[src/rtl/flash_sr_pkg.sv]
// Package: shared bit positions and operation codes for the flash
// status/protection unit. Assumes an 8-bit status byte.
package flash_sr_pkg;
    localparam int SR_LOCK = 7;
    localparam int SR_PHI  = 3;
    localparam int SR_PLO  = 2;
    localparam int SR_WEL  = 1;
    localparam int SR_BUSY = 0;

    // Index of each modifying command inside the flag vectors
    localparam int F_WRSR = 0;
    localparam int F_PROG = 1;
    localparam int F_BERS = 2;
    localparam int F_CERS = 3;
    localparam int N_FLAG = 4;

    typedef enum logic [2:0] {
        OP_NONE, OP_WRSR, OP_PROG, OP_BERS, OP_CERS, OP_WREN, OP_WRDI
    } sr_op_e;

    typedef struct packed {
        logic cers;
        logic bers;
        logic prog;
        logic wrsr;
    } op_ok_t;
endpackage

[src/rtl/fsr_prot_eval.sv]
// Module: combinational permission check for every modifying command.
// Assumes the inputs are the current registered status bits; it holds no
// state. Each block gets its own lock flag from a generate loop, so a map
// that differs per block changes only here.
module fsr_prot_eval
    import flash_sr_pkg::*;
#(
    parameter int N_BLK = 2,
    parameter int BLK_W = (N_BLK > 1) ? $clog2(N_BLK) : 1
) (
    input  logic             wel,
    input  logic [1:0]       prot,
    input  logic             lock,
    input  logic             wp_n,
    input  logic [BLK_W-1:0] blk_sel,
    output op_ok_t           ok
);
    logic [N_BLK-1:0] blk_locked;
    logic             tgt_locked;

    // Per-block lock: only the "both bits set" level closes a block
    generate
        for (genvar b = 0; b < N_BLK; b++) begin : g_blk
            assign blk_locked[b] = (prot == 2'b11);
        end
    endgenerate

    // Select the lock of the addressed block; out-of-range counts as locked
    always_comb begin
        tgt_locked = 1'b1;
        for (int b = 0; b < N_BLK; b++) begin
            if (blk_sel == BLK_W'(b)) tgt_locked = blk_locked[b];
        end
    end

    // Combine latch, hardware lock and protect level into permissions
    always_comb begin
        ok.wrsr = wel && !(lock && !wp_n);
        ok.prog = wel && !tgt_locked;
        ok.bers = wel && !tgt_locked;
        ok.cers = wel && (prot == 2'b00);
    end
endmodule

[src/rtl/fsr_busy_timer.sv]
// Module: self-timed cycle model. A start pulse loads max(len, 2) and busy
// stays high that many cycles. wel_drop marks the next-to-last busy cycle
// so the latch can clear before busy falls. Assumes start is ignored
// while busy.
module fsr_busy_timer #(
    parameter int CNT_W = 16
) (
    input  logic             clk,
    input  logic             rst_n,
    input  logic             start,
    input  logic [CNT_W-1:0] len,
    output logic             busy,
    output logic             wel_drop
);
    localparam logic [CNT_W-1:0] MIN_LEN = CNT_W'(2);

    logic [CNT_W-1:0] remain;
    logic [CNT_W-1:0] eff_len;

    // Clamp short lengths so the latch-clear cycle always exists
    assign eff_len = (len < MIN_LEN) ? MIN_LEN : len;

    // Load, count down and end the busy window
    always_ff @(posedge clk) begin
        if (!rst_n) begin
            remain <= '0;
            busy   <= 1'b0;
        end else if (start && !busy) begin
            remain <= eff_len;
            busy   <= 1'b1;
        end else if (busy) begin
            remain <= remain - CNT_W'(1);
            if (remain == CNT_W'(1)) busy <= 1'b0;
        end
    end

    assign wel_drop = busy && (remain == MIN_LEN);
endmodule

[src/rtl/flash_sr_guard.sv]
// Module: status register and write-protect arbiter for a serial flash
// slave. Takes one-cycle command strobes from a decoder and produces
// registered accept/reject pulses, the status byte and a busy window.
// Assumes strobes are synchronous to clk; simultaneous strobes resolve by
// fixed priority.
module flash_sr_guard
    import flash_sr_pkg::*;
#(
    parameter int N_BLK = 2,
    parameter int BLK_W = (N_BLK > 1) ? $clog2(N_BLK) : 1,
    parameter int CNT_W = 16
) (
    input  logic             clk,
    input  logic             rst_n,
    input  logic             cmd_wren,
    input  logic             cmd_wrdi,
    input  logic             cmd_wrsr,
    input  logic [7:0]       wrsr_data,
    input  logic             cmd_pp,
    input  logic             cmd_be,
    input  logic             cmd_ce,
    input  logic [BLK_W-1:0] blk_sel,
    input  logic             wp_n,
    input  logic [CNT_W-1:0] cycle_len,
    output logic [7:0]       status_q,
    output logic [3:0]       acc_o,
    output logic [3:0]       rej_o
);
    logic        lock_q;
    logic [1:0]  prot_q;
    logic        wel_q;
    logic        busy;
    logic        wel_drop;
    logic        start;
    op_ok_t      ok;
    sr_op_e      op_sel;
    logic        op_modify;
    logic        op_allowed;
    logic [N_FLAG-1:0] op_bit;

    fsr_prot_eval #(.N_BLK(N_BLK), .BLK_W(BLK_W)) u_eval (
        .wel     (wel_q),
        .prot    (prot_q),
        .lock    (lock_q),
        .wp_n    (wp_n),
        .blk_sel (blk_sel),
        .ok      (ok)
    );

    fsr_busy_timer #(.CNT_W(CNT_W)) u_timer (
        .clk      (clk),
        .rst_n    (rst_n),
        .start    (start),
        .len      (cycle_len),
        .busy     (busy),
        .wel_drop (wel_drop)
    );

    // Pick one strobe by fixed priority; nothing is taken while busy
    always_comb begin
        op_sel = OP_NONE;
        if (!busy) begin
            if      (cmd_wrsr) op_sel = OP_WRSR;
            else if (cmd_pp)   op_sel = OP_PROG;
            else if (cmd_be)   op_sel = OP_BERS;
            else if (cmd_ce)   op_sel = OP_CERS;
            else if (cmd_wren) op_sel = OP_WREN;
            else if (cmd_wrdi) op_sel = OP_WRDI;
        end
    end

    // Map the chosen operation to its flag bit and its permission
    always_comb begin
        op_bit     = '0;
        op_allowed = 1'b0;
        op_modify  = 1'b1;
        unique case (op_sel)
            OP_WRSR: begin op_bit[F_WRSR] = 1'b1; op_allowed = ok.wrsr; end
            OP_PROG: begin op_bit[F_PROG] = 1'b1; op_allowed = ok.prog; end
            OP_BERS: begin op_bit[F_BERS] = 1'b1; op_allowed = ok.bers; end
            OP_CERS: begin op_bit[F_CERS] = 1'b1; op_allowed = ok.cers; end
            default: op_modify = 1'b0;
        endcase
    end

    assign start = op_modify && op_allowed;

    // Register one-cycle accept/reject pulses
    always_ff @(posedge clk) begin
        if (!rst_n) begin
            acc_o <= '0;
            rej_o <= '0;
        end else begin
            acc_o <= start ? op_bit : '0;
            rej_o <= (op_modify && !op_allowed) ? op_bit : '0;
        end
    end

    // Write-enable latch: set/clear by command, dropped near cycle end
    always_ff @(posedge clk) begin
        if (!rst_n) begin
            wel_q <= 1'b0;
        end else if (wel_drop) begin
            wel_q <= 1'b0;
        end else if (op_sel == OP_WREN) begin
            wel_q <= 1'b1;
        end else if (op_sel == OP_WRDI) begin
            wel_q <= 1'b0;
        end
    end

    // Non-volatile-style bits: only an accepted status write changes them
    always_ff @(posedge clk) begin
        if (!rst_n) begin
            lock_q <= 1'b0;
            prot_q <= 2'b00;
        end else if (start && op_sel == OP_WRSR) begin
            lock_q <= wrsr_data[SR_LOCK];
            prot_q <= {wrsr_data[SR_PHI], wrsr_data[SR_PLO]};
        end
    end

    assign status_q = {lock_q, 3'b000, prot_q, wel_q, busy};
endmodule

[config.mk]
export PLATFORM = sky130hd
export DESIGN_NAME = flash_sr_guard
export DESIGN_NICKNAME = d
export VERILOG_FILES = /design/src/rtl/flash_sr_pkg.sv /design/src/rtl/fsr_prot_eval.sv /design/src/rtl/fsr_busy_timer.sv /design/src/rtl/flash_sr_guard.sv
export SDC_FILE = /design/constraint.sdc
export NUM_CORES = 1
export LEC_CHECK = 0
export BUFFER_PORTS_ARGS = -buffer_cell sky130_fd_sc_hd__buf_2
export CAP_MARGIN = 20
export CORE_MARGIN = 10
export CORE_UTILIZATION = 50
export CTS_CLUSTER_SIZE = 24
export DETAILED_ROUTE_END_ITERATION = 10
export GPL_TIMING_DRIVEN = 0
export MAX_ROUTING_LAYER = met4
export PLACE_DENSITY = 0.77
export SKIP_LAST_GASP = 1
export SYNTH_ARGS = -nofsm -noshare
export SYNTH_HDL_FRONTEND = slang
export SYNTH_SLANG_ARGS = --single-unit
[constraint.sdc]
create_clock -name clk -period 2 [get_ports clk]
set_input_delay 0.3 -clock clk [delete_from_list [all_inputs] [get_ports clk]]
set_output_delay 0.3 -clock clk [all_outputs]
set_load 0.02 [all_outputs]
==> results of run 1 <==
==> synth_stat cells (4+ instances only) <==
| cell type | n | area [um^2] |
|---|---|---|
| nor3_1 | 10 | 50.05 |
| nand2b_1 | 4 | 25.02 |
| nand3_1 | 4 | 20.02 |
| xnor2_1 | 4 | 35.03 |
| inv_1 | 5 | 18.77 |
| buf_4 | 6 | 45.04 |
| mux2i_1 | 4 | 40.04 |
| o31ai_1 | 4 | 30.03 |
| o211ai_1 | 4 | 30.03 |
| dfxtp_1 | 29 | 580.6 |
| o211a_1 | 4 | 40.04 |
| nand2_1 | 17 | 63.81 |
| nor2_1 | 10 | 37.54 |
| nor4_1 | 7 | 43.79 |
| clkbuf_1 | 7 | 26.28 |
| a21oi_1 | 11 | 55.05 |
==> what timing repair did <==
| item | in CTS | in global routing |
|---|---|---|
| setup buffers | 0 | 3 |
| endpoints found under the setup margin | 17 | 19 |
| pin swaps | 1 | 2 |
| gates resized for setup | 8 | 8 |
==> metal layers <==
layer	up-vias	track usage
li1	749	-
met1	701	0.1838
met2	45	0.2436
met3	8	0.04557
met4	0	0.06392
met5	-	-
==> worst max-delay path, cell delays in order (launching register included) <==
cell and delay (ns):
dfxtp_1 0.36, or3_1 0.37, clkbuf_1 0.21, or2_1 0.25, clkbuf_1 0.20, nor3_2 0.22, xnor2_1 0.15, a21oi_1 0.08
==> stage by stage <==
| step | total power [mW] | util | area (um^2) | setup WS, ns |
|---|---|---|---|---|
| after global placement | 0.8445 | 0.5950 | 1787 | -0.1235 |
| after global routing | 1.268 | 0.6475 | 1944 | -0.05819 |
| after detailed placement | 0.8487 | 0.5950 | 1787 | -0.1686 |
| after CTS | 1.203 | 0.6267 | 1882 | 0.008396 |
| final | 1.211 | 0.6475 | 1944 | 0.05297 |
| after floorplan | 0.7782 | - | 1550 | 0.1367 |
==> sequential cells by signal, indices dropped and copies added, names as in the netlist <==
signal          flops
u_timer.remain     16
u_timer.busy        1
lock_q              1
acc_o               4
rej_o               4
wel_q               1
prot_q              2
==> cells by family after synthesis <==
kind of cell	after synthesis	synth area share
compound gates	41	0.1979
xor+xnor	6	0.03406
fa+ha+maj	3	0.02433
buf+inv	21	0.06813
flops	29	0.3763
mux	4	0.02595
other cells	1	0.002431
simple gates	74	0.2709
==> layout make-up <==
class | instances | share of cell area
clock inverters | 3 | 0.009009
multi-input cells | 131 | 0.4858
flip-flops and latches | 29 | 0.2992
clock buffers | 5 | 0.01931
repair buffers | 42 | 0.1120
plain buffers | 15 | 0.04376
well taps | 33 | 0.02124
inverters | 5 | 0.009653
==> worst min path at each step <==
stage / startpoint / to / slack, ns / cells after the start
finish: wrsr_data[2] / prot_q[0] / 0.20 / 3
CTS: wrsr_data[2] / prot_q[0] / 0.21 / 3
detailed placement: lock_q / lock_q / 0.49 / 2
floorplan: cmd_wrsr / acc_o[0] / 0.41 / 2
global placement: lock_q / lock_q / 0.47 / 2
global route: wrsr_data[2] / prot_q[0] / 0.20 / 3
==> power groups by stage <==
stage                     sequential [mW]  combinational (mW)  clock (mW)
after floorplan                     0.632               0.146           0
after global placement              0.632               0.213           0
after detailed placement            0.632               0.217           0
after CTS                           0.620               0.227       0.356
after global routing                0.625               0.261       0.382
final                               0.621               0.238       0.352
==> flow_summary.json, run 1 <==
{
  "status": "finished clean",
  "met1_length_mm": 1.798,
  "finalHoldViolCount": 0,
  "syn-cell-area_um2": 1543,
  "clock_latency_ns": 0.34,
  "synth-main-ff-cell": "dfxtp_1",
  "place.gp.congestion": 0.8849,
  "clock_skew_ns": 0.01069,
  "crit_path_start": "u_timer.remain[2]",
  "fmax_ghz": 0.5136,
  "synth_cell_types": 50,
  "dieHeight_um": 75.55,
  "rr_worst_depth": 7,
  "design.die.area_um2": 5707,
  "synth_area_per_cell_um2": 8.619,
  "first_pass_iters": 4,
  "drc": 0,
  "grt_pass1_vias": 1454,
  "final_cell_mix": "buf_2 (41), dfxtp_1 (28), nand2_1 (17)",
  "vias": 1503,
  "dp_cells": 253,
  "htree_levels": 2,
  "vias_per_cell": 5.715,
  "instances_no_fill": 263,
  "netlist_instances": 179,
  "diodes": 0,
  "cts_buffer_depth": 2,
  "clkPwrFrac": 0.291,
  "cts-buffers-inserted": 5,
  "routed_wl_mm": 4.246,
  "finalCritPeriodShare": 0.9735,
  "rows": 20,
  "rsz0062_at_grt": "true",
  "drtAntennaViolNets": 0,
  "ctsHoldBuffers": 0,
  "wl_met2_mm": 2.042,
  "final_common_cell": "buf_2",
  "cts_root_buffer": "clkbuf_4",
  "synth_seq_cells": 29,
  "wire_per_inst_um": 16.14,
  "p_leak_nw": 0.8397,
  "path_clk_slew_ns": 0.10,
  "arrival_ns": 2.18,
  "overflow": 0,
  "multi_input_area_um2": 944.7,
  "drive_above_1_share": 0.3304,
  "coreArea_um2": 3003,
  "ioPinCount": 50,
  "reg2reg_from": "u_timer.remain[2]",
  "clock-sinks": 29,
  "swShare": 0.3076,
  "fillers": 267,
  "top_layer": "met4",
  "synth-edff-count": 0,
  "fin_crit_ns": 1.947,
  "cp_data_required_time_ns": 2.23,
  "antenna_found_initial": 0,
  "yosysSeqAreaShare": 0.3763,
  "combPwrFrac": 0.197,
  "r2r_setup_slack_ns": 0.05,
  "netSwitchingPower_mw": 0.3725,
  "port_buffers": 39,
  "first_iter_violations": 137,
  "max_cap_violations": 0,
  "worstSetupPathType": "flop to flop",
  "ir_drop_mv": 0.3246,
  "area_growth_pct": 26.03,
  "seq_area_um2": 581.8,
  "timing.critical_path.to_type": "flop",
  "hpwl_mm": 3.041,
  "setup_viol": 0,
  "seqPwrFrac": 0.512,
  "initial_utilization": 0.5138,
  "grt_max_degree": 11,
  "cts_tree": "done",
  "worst_pin_slew_ns": 0.6866,
  "hold_path_class": "primary input to flop",
  "power_density_nw_per_um2": 622.9,
  "dr_wl_met3_um": 322,
  "crit_path_end": "u_timer.remain[10]",
  "finalSetupTns_ns": 0,
  "whs_ns": 0.1971,
  "grt_use_total": 0.1559,
  "finalNetCount": 266,
  "yosysWarnings": 0,
  "slew_violations": 0,
  "p_int_mw": 0.8386,
  "maxSlewHeadroom": 0.5395,
  "r2r_end": "u_timer.remain[10]",
  "startpoint_type": "flop",
  "crit_path_max_fanout": 7,
  "fp.dieW_um": 75.55,
  "synthArstFlopShare": 0,
  "grt_pass1_wl_mm": 6.734
}
(Power assumes the default switching activity.)
==> run 2, diff against run 1 <==
--- a/config.mk
+++ b/config.mk
@@ -5,10 +5,11 @@
 export SDC_FILE = /design/constraint.sdc
 export NUM_CORES = 1
 export LEC_CHECK = 0
+export ABC_AREA = 1
 export BUFFER_PORTS_ARGS = -buffer_cell sky130_fd_sc_hd__buf_2
 export CAP_MARGIN = 20
 export CORE_MARGIN = 10
-export CORE_UTILIZATION = 50
+export CORE_UTILIZATION = 52
 export CTS_CLUSTER_SIZE = 24
 export DETAILED_ROUTE_END_ITERATION = 10
 export GPL_TIMING_DRIVEN = 0
==> run 2 against run 1 <==
Count of clock-buffer cells in the layout grew 2. First-iteration DRC count is 10% higher. Fmax up 11%. Setup slack improved by 0.19 ns. Clock power rose by 19%. Flip-flop and latch count is the same. Synthesized cell count grew 56%. Design area grew 13%. Sequential share of layout area down 3.4 points.
==> flow_summary.json, run 2 <==
{
  "status": "finished clean",
  "first_pass_iters": 4,
  "r2r_end": "u_timer.remain[8]",
  "ctsHoldBuffers": 0,
  "clock_skew_ns": 0.005265,
  "instances_no_fill": 376,
  "worstSetupPathType": "flop to flop",
  "cpPeakStageDelay_ns": 0.39,
  "fin_ws_ns": 0.2412,
  "hpwl_mm": 3.632,
  "final_core_utilization": 0.6460,
  "finalNetCount": 366,
  "reg2reg_from": "u_timer.busy",
  "synth.area.top_cells": "dfxtp_1 (31%), nand2_1 (12%), nor2_1 (11%)",
  "synth_compound_area_frac": 0.07625,
  "synth-edff-count": 0,
  "ys_top_cells_by_count": "nand2_1 (59), nor2_1 (53), dfxtp_1 (29), inv_1 (25), nand3_1 (17)",
  "netlist_instances": 280,
  "cts_tree": "done",
  "cts_resized": 0,
  "largest-register": "u_timer.remain",
  "timing.critical_path.to_type": "flop",
  "r2r_setup_slack_ns": 0.24,
  "cts_setup_buffers": 0,
  "final_common_cell": "nand2_1",
  "fin_area_um2": 2190,
  "diodes": 0,
  "synth_top_family_by_area": "simple AND/OR/NAND/NOR gates",
  "place.gp.congestion": 0.9058,
  "grt_use_total": 0.1552,
  "htree_levels": 2,
  "initial_utilization": 0.5471,
  "dp_cells": 368,
  "ir_drop_mv": 0.3512,
  "clkPwrFrac": 0.289,
  "synth_area_leader_cell": "dfxtp_1",
  "seqPwrFrac": 0.426,
  "slew_violations": 0,
  "drc": 0,
  "hold_path_class": "primary input to flop",
  "synth-simple-area-share": 0.4177,
  "largest_register_ffs": 16,
  "crit_slowest_cell": "dfxtp_1",
  "cpLargestDelayFamily": "simple AND/OR/NAND/NOR gates",
  "cts-buffers-inserted": 5,
  "finalCritPeriodShare": 0.8794,
  "ioPinCount": 50,
  "yosysWarnings": 0,
  "path_buf_inv": 3,
  "rows": 21,
  "dieHeight_um": 79.72,
  "cts_buffer_depth": 2,
  "cts_root_buffer": "clkbuf_4",
  "clock-sinks": 29,
  "crit_path_cell_trace": "buf_2 -> inv_2 -> nand4_2 -> nand3_2 -> nand3_4 -> nand2_4 -> buf_6 -> o21ai_1 -> nor2_1",
  "max_cap_violations": 0,
  "netSwitchingPower_mw": 0.4751,
  "swShare": 0.3291,
  "startpoint_type": "flop",
  "top_regs": "u_timer.remain: 16 flops, acc_o: 4 flops, rej_o: 4 flops",
  "p_leak_nw": 1.169,
  "rr_worst_depth": 9,
  "p_int_mw": 0.9688,
  "whs_ns": 0.1813,
  "crit_path_max_fanout": 10,
  "place_ws_ns": 0.1839,
  "synthMuxAreaShare": 0,
  "fmax_ghz": 0.5686,
  "synth.top_cell.area_share": 0.3131,
  "wire_per_inst_um": 12.36,
  "coreArea_um2": 3390,
  "setup_viol": 0,
  "routed_wl_mm": 4.646,
  "first_iter_violations": 151,
  "grt_max_degree": 11,
  "fin_crit_ns": 1.759,
  "power_density_nw_per_um2": 659.5,
  "design.die.area_um2": 6354,
  "grt_pass1_wl_mm": 7.741,
  "overflow": 0,
  "synth_cell_types": 32,
  "antenna_found_initial": 0,
  "vias": 1830,
  "syn-cell-area_um2": 1854,
  "synth_area_per_cell_um2": 6.622,
  "synthMostInstantiatedCell": "nand2_1",
  "rsz0062_at_grt": "false",
  "final_cell_mix": "nand2_1 (59), nor2_1 (53), buf_2 (41)",
  "combPwrFrac": 0.284,
  "arrival_ns": 2.00,
  "drive_above_1_share": 0.2606,
  "placed_area_um2": 2120,
  "synth-main-ff-cell": "dfxtp_1",
  "min_to": "lock_q",
  "synth_seq_cells": 29,
  "vias_per_cell": 4.867,
  "port_buffers": 40,
  "whs_path_depth": 3,
  "synthArstFlopShare": 0,
  "yosysSeqAreaShare": 0.3131,
  "area_growth_pct": 18.08,
  "hp-start": "wrsr_data[7]",
  "fp.dieW_um": 79.72,
  "grt_pass1_vias": 1753,
  "synth_adder_area_share": 0.02024,
  "cp_data_required_time_ns": 2.24,
  "path_clk_slew_ns": 0.10,
  "synth_xor_area_frac": 0.05668,
  "design_power_total_mw": 1.444,
  "clock_latency_ns": 0.34,
  "drtAntennaViolNets": 0,
  "finalSetupTns_ns": 0,
  "finalHoldViolCount": 0
}
-- run 2: cell count changes after synthesis, moves of 5 or more --
cell and delta:
clkbuf_1 -5, nand2_1 +42, inv_1 +20, nand3_1 +13, o21ai_1 +7, xor2_1 +8, o21ai_0 +10, nor2_1 +43
inv_2 +7
-- run 2: metal layers --
metal | global-route usage | vias to the layer above | routed length [um]
met1 | 0.1853 | 778 | 2088
li1 | - | 978 | -
met5 | - | - | 0
met4 | 0.05914 | 0 | 63
met2 | 0.2362 | 66 | 2082
met3 | 0.05068 | 8 | 412
-- run 2: cell type report --
cell class                      instances  area [um^2]
Fill cell                             316         1200
Multi-Input combinational cell        209         1070
Sequential cell                        29        580.6
Timing Repair Buffer                   40        200.2
Inverter                               32        120.1
Buffer                                 12        91.34
Clock buffer                            7        65.06
Tap cell                               46        57.56
Clock inverter                          1        5.005
-- run 2: power by group through the flow --
| stage | registers [mW] | clock network [mW] | logic, mW |
|---|---|---|---|
| 4_1_cts | 0.615 | 0.423 | 0.410 |
| 6_report | 0.616 | 0.418 | 0.410 |
| 3_5_place_dp | 0.628 | 0 | 0.408 |
| 5_1_grt | 0.618 | 0.440 | 0.468 |
| 3_3_place_gp | 0.628 | 0 | 0.403 |
| 2_1_floorplan | 0.629 | 0 | 0.314 |
-- run 2: how the worst max path moves through the flow --
stage / start / endpoint / cells past startpoint
floorplan: cmd_ce / u_timer.remain[9] / 13
global placement: cmd_be / u_timer.remain[8] / 12
detailed placement: cmd_ce / u_timer.remain[8] / 13
CTS: u_timer.busy / u_timer.remain[8] / 9
global route: u_timer.busy / u_timer.remain[10] / 9
finish: u_timer.busy / u_timer.remain[8] / 9
-- run 2: tightest hold or removal path: stages --
cell	delay, ns
buf_2	0.07
nor2_1	0.03
nor2_1	0.08
-- run 2: kinds of logic after synthesis --
kind of cell	after synthesis
buffers and inverters	44
DFF	29
and+or+nand+nor	164
adders and majority gates	3
other	1
AOI/OAI and AO/OA	27
xor gates and xnor gates	12
==> run 3, diff against run 2 <==
--- a/config.mk
+++ b/config.mk
@@ -8,7 +8,7 @@
 export ABC_AREA = 1
 export BUFFER_PORTS_ARGS = -buffer_cell sky130_fd_sc_hd__buf_2
 export CAP_MARGIN = 20
-export CORE_MARGIN = 10
+export CORE_MARGIN = 3
 export CORE_UTILIZATION = 52
 export CTS_CLUSTER_SIZE = 24
 export DETAILED_ROUTE_END_ITERATION = 10
==> run 3 against run 2 <==
Flip-flop and latch count stayed put. Sequential power barely moved. Fmax down 0.23%. Setup slack got worse by 0.0040 ns. Critical path type unchanged.
==> flow_summary.json, run 3 (synthesized netlist as in run 2, its figures left out) <==
{
  "top_regs": "u_timer.remain: 16 flops, acc_o: 4 flops, rej_o: 4 flops",
  "worstSetupPathType": "flop to flop",
  "crit_slowest_cell": "dfxtp_1",
  "wire_per_inst_um": 11.85,
  "finalHoldViolCount": 0,
  "cts_root_buffer": "clkbuf_4",
  "final_cell_mix": "nand2_1 (59), nor2_1 (53), buf_2 (41)",
  "crit_path_max_fanout": 10,
  "cts_setup_buffers": 0,
  "place_ws_ns": 0.1830,
  "max_cap_violations": 0,
  "cp_data_required_time_ns": 2.29,
  "coreArea_um2": 3390,
  "cts-buffers-inserted": 5,
  "arrival_ns": 2.05,
  "drive_above_1_share": 0.2576,
  "grt_pass1_wl_mm": 7.452,
  "reg2reg_from": "u_timer.busy",
  "ioPinCount": 50,
  "initial_utilization": 0.5471,
  "crit_path_cell_trace": "buf_2 -> inv_2 -> nand4_2 -> nand3_2 -> nand3_4 -> nand2_4 -> inv_2 -> nand3_1 -> nand2_1",
  "hold_path_class": "primary input to flop",
  "seq_area_um2": 580.6,
  "fin_area_um2": 2171,
  "port_buffers": 40,
  "multi_input_area_um2": 1070,
  "routed_wl_mm": 4.454,
  "area_growth_pct": 17.07,
  "clock_latency_ns": 0.33,
  "fmax_ghz": 0.5673,
  "diodes": 0,
  "overflow": 0,
  "path_clk_slew_ns": 0.10,
  "clock-sinks": 29,
  "htree_levels": 2,
  "cts_resized": 0,
  "grt_use_total": 0.2314,
  "fin_crit_ns": 1.763,
  "dp_cells": 368,
  "ctsHoldBuffers": 0,
  "placed_area_um2": 2120,
  "largest-register": "u_timer.remain",
  "hp-start": "wrsr_data[3]",
  "finalCritPeriodShare": 0.8814,
  "status": "finished clean",
  "timing.critical_path.to_type": "flop",
  "rows": 21,
  "dieHeight_um": 65.72,
  "drtAntennaViolNets": 0,
  "rsz0062_at_grt": "false",
  "hpwl_mm": 3.399,
  "fin_ws_ns": 0.2372,
  "setup_viol": 0,
  "clock_skew_ns": 0.009246,
  "first_pass_iters": 4,
  "power_density_nw_per_um2": 635.1,
  "grt_pass1_vias": 1668,
  "ir_drop_mv": 0.3986,
  "largest_register_ffs": 16,
  "cpPeakStageDelay_ns": 0.38,
  "final_common_cell": "nand2_1",
  "fp.dieW_um": 65.72,
  "startpoint_type": "flop",
  "finalSetupTns_ns": 0,
  "design_power_total_mw": 1.379,
  "p_leak_nw": 1.159,
  "finalNetCount": 366,
  "first_iter_violations": 155,
  "timing.critical_path.mode_cell": "inv_2",
  "crit_path_start": "u_timer.busy",
  "instances_no_fill": 376,
  "design.die.area_um2": 4318,
  "cts_tree": "done",
  "slew_violations": 0,
  "grt_max_degree": 11,
  "r2r_setup_slack_ns": 0.24,
  "drc": 0,
  "vias": 1880,
  "cts_buffer_depth": 2,
  "antenna_found_initial": 0,
  "place.gp.congestion": 0.9441,
  "fillers": 334,
  "vias_per_cell": 5.000
}
[run 3: cell count changes in the layout (fill, tap and decap cells not counted), sizes merged]
cell and change:
clkbuf -1, clkinv +1
[run 3: path summary, 6_finish.rpt]
path                                           to  cells after the start
worst min-delay path                    prot_q[1]                      3
worst max register to register  u_timer.remain[3]                      9
worst max-delay path            u_timer.remain[3]                      9
worst min register to register             lock_q                      2
[run 3: per-layer routing]
layer	vias up	track usage	part of all wire
li1	985	-	-
met1	830	0.2878	0.46
met2	60	0.3579	0.46
met3	5	0.05470	0.068
met4	0	0.09845	0.011
met5	-	-	0
[run 3: metrics by stage]
step	hold WS, ns	util
2_1_floorplan	0.4349	-
3_3_place_gp	0.5244	0.6253
4_1_cts	0.1816	0.6405
5_1_grt	0.1960	0.6405
3_5_place_dp	0.5271	0.6253
6_report	0.1875	0.6405
[run 3: layout make-up]
cell class	instances	share of cell area
timing repair buffer	40	0.09222
tap	46	0.02651
inverter	32	0.05533
clock inverter	2	0.004611
clock buffer	6	0.01902
multi-input combinational	209	0.4928
sequential	29	0.2674
buffer	12	0.04207
[run 3: report_power, final]
group / internal (mW) / leakage [nW] / switching (mW)
Combinational: 0.169 / 0.893 / 0.244
Sequential: 0.597 / 0.235 / 0.0187
Clock: 0.134 / 0.0320 / 0.216
[run 3: worst max-delay path: cells and delay by family (launching register included)]
kind | cells | cell delay, ns
flip-flops | 1 | 0.38
buffers and inverters | 3 | 0.58
AND/OR/NAND/NOR | 6 | 0.77
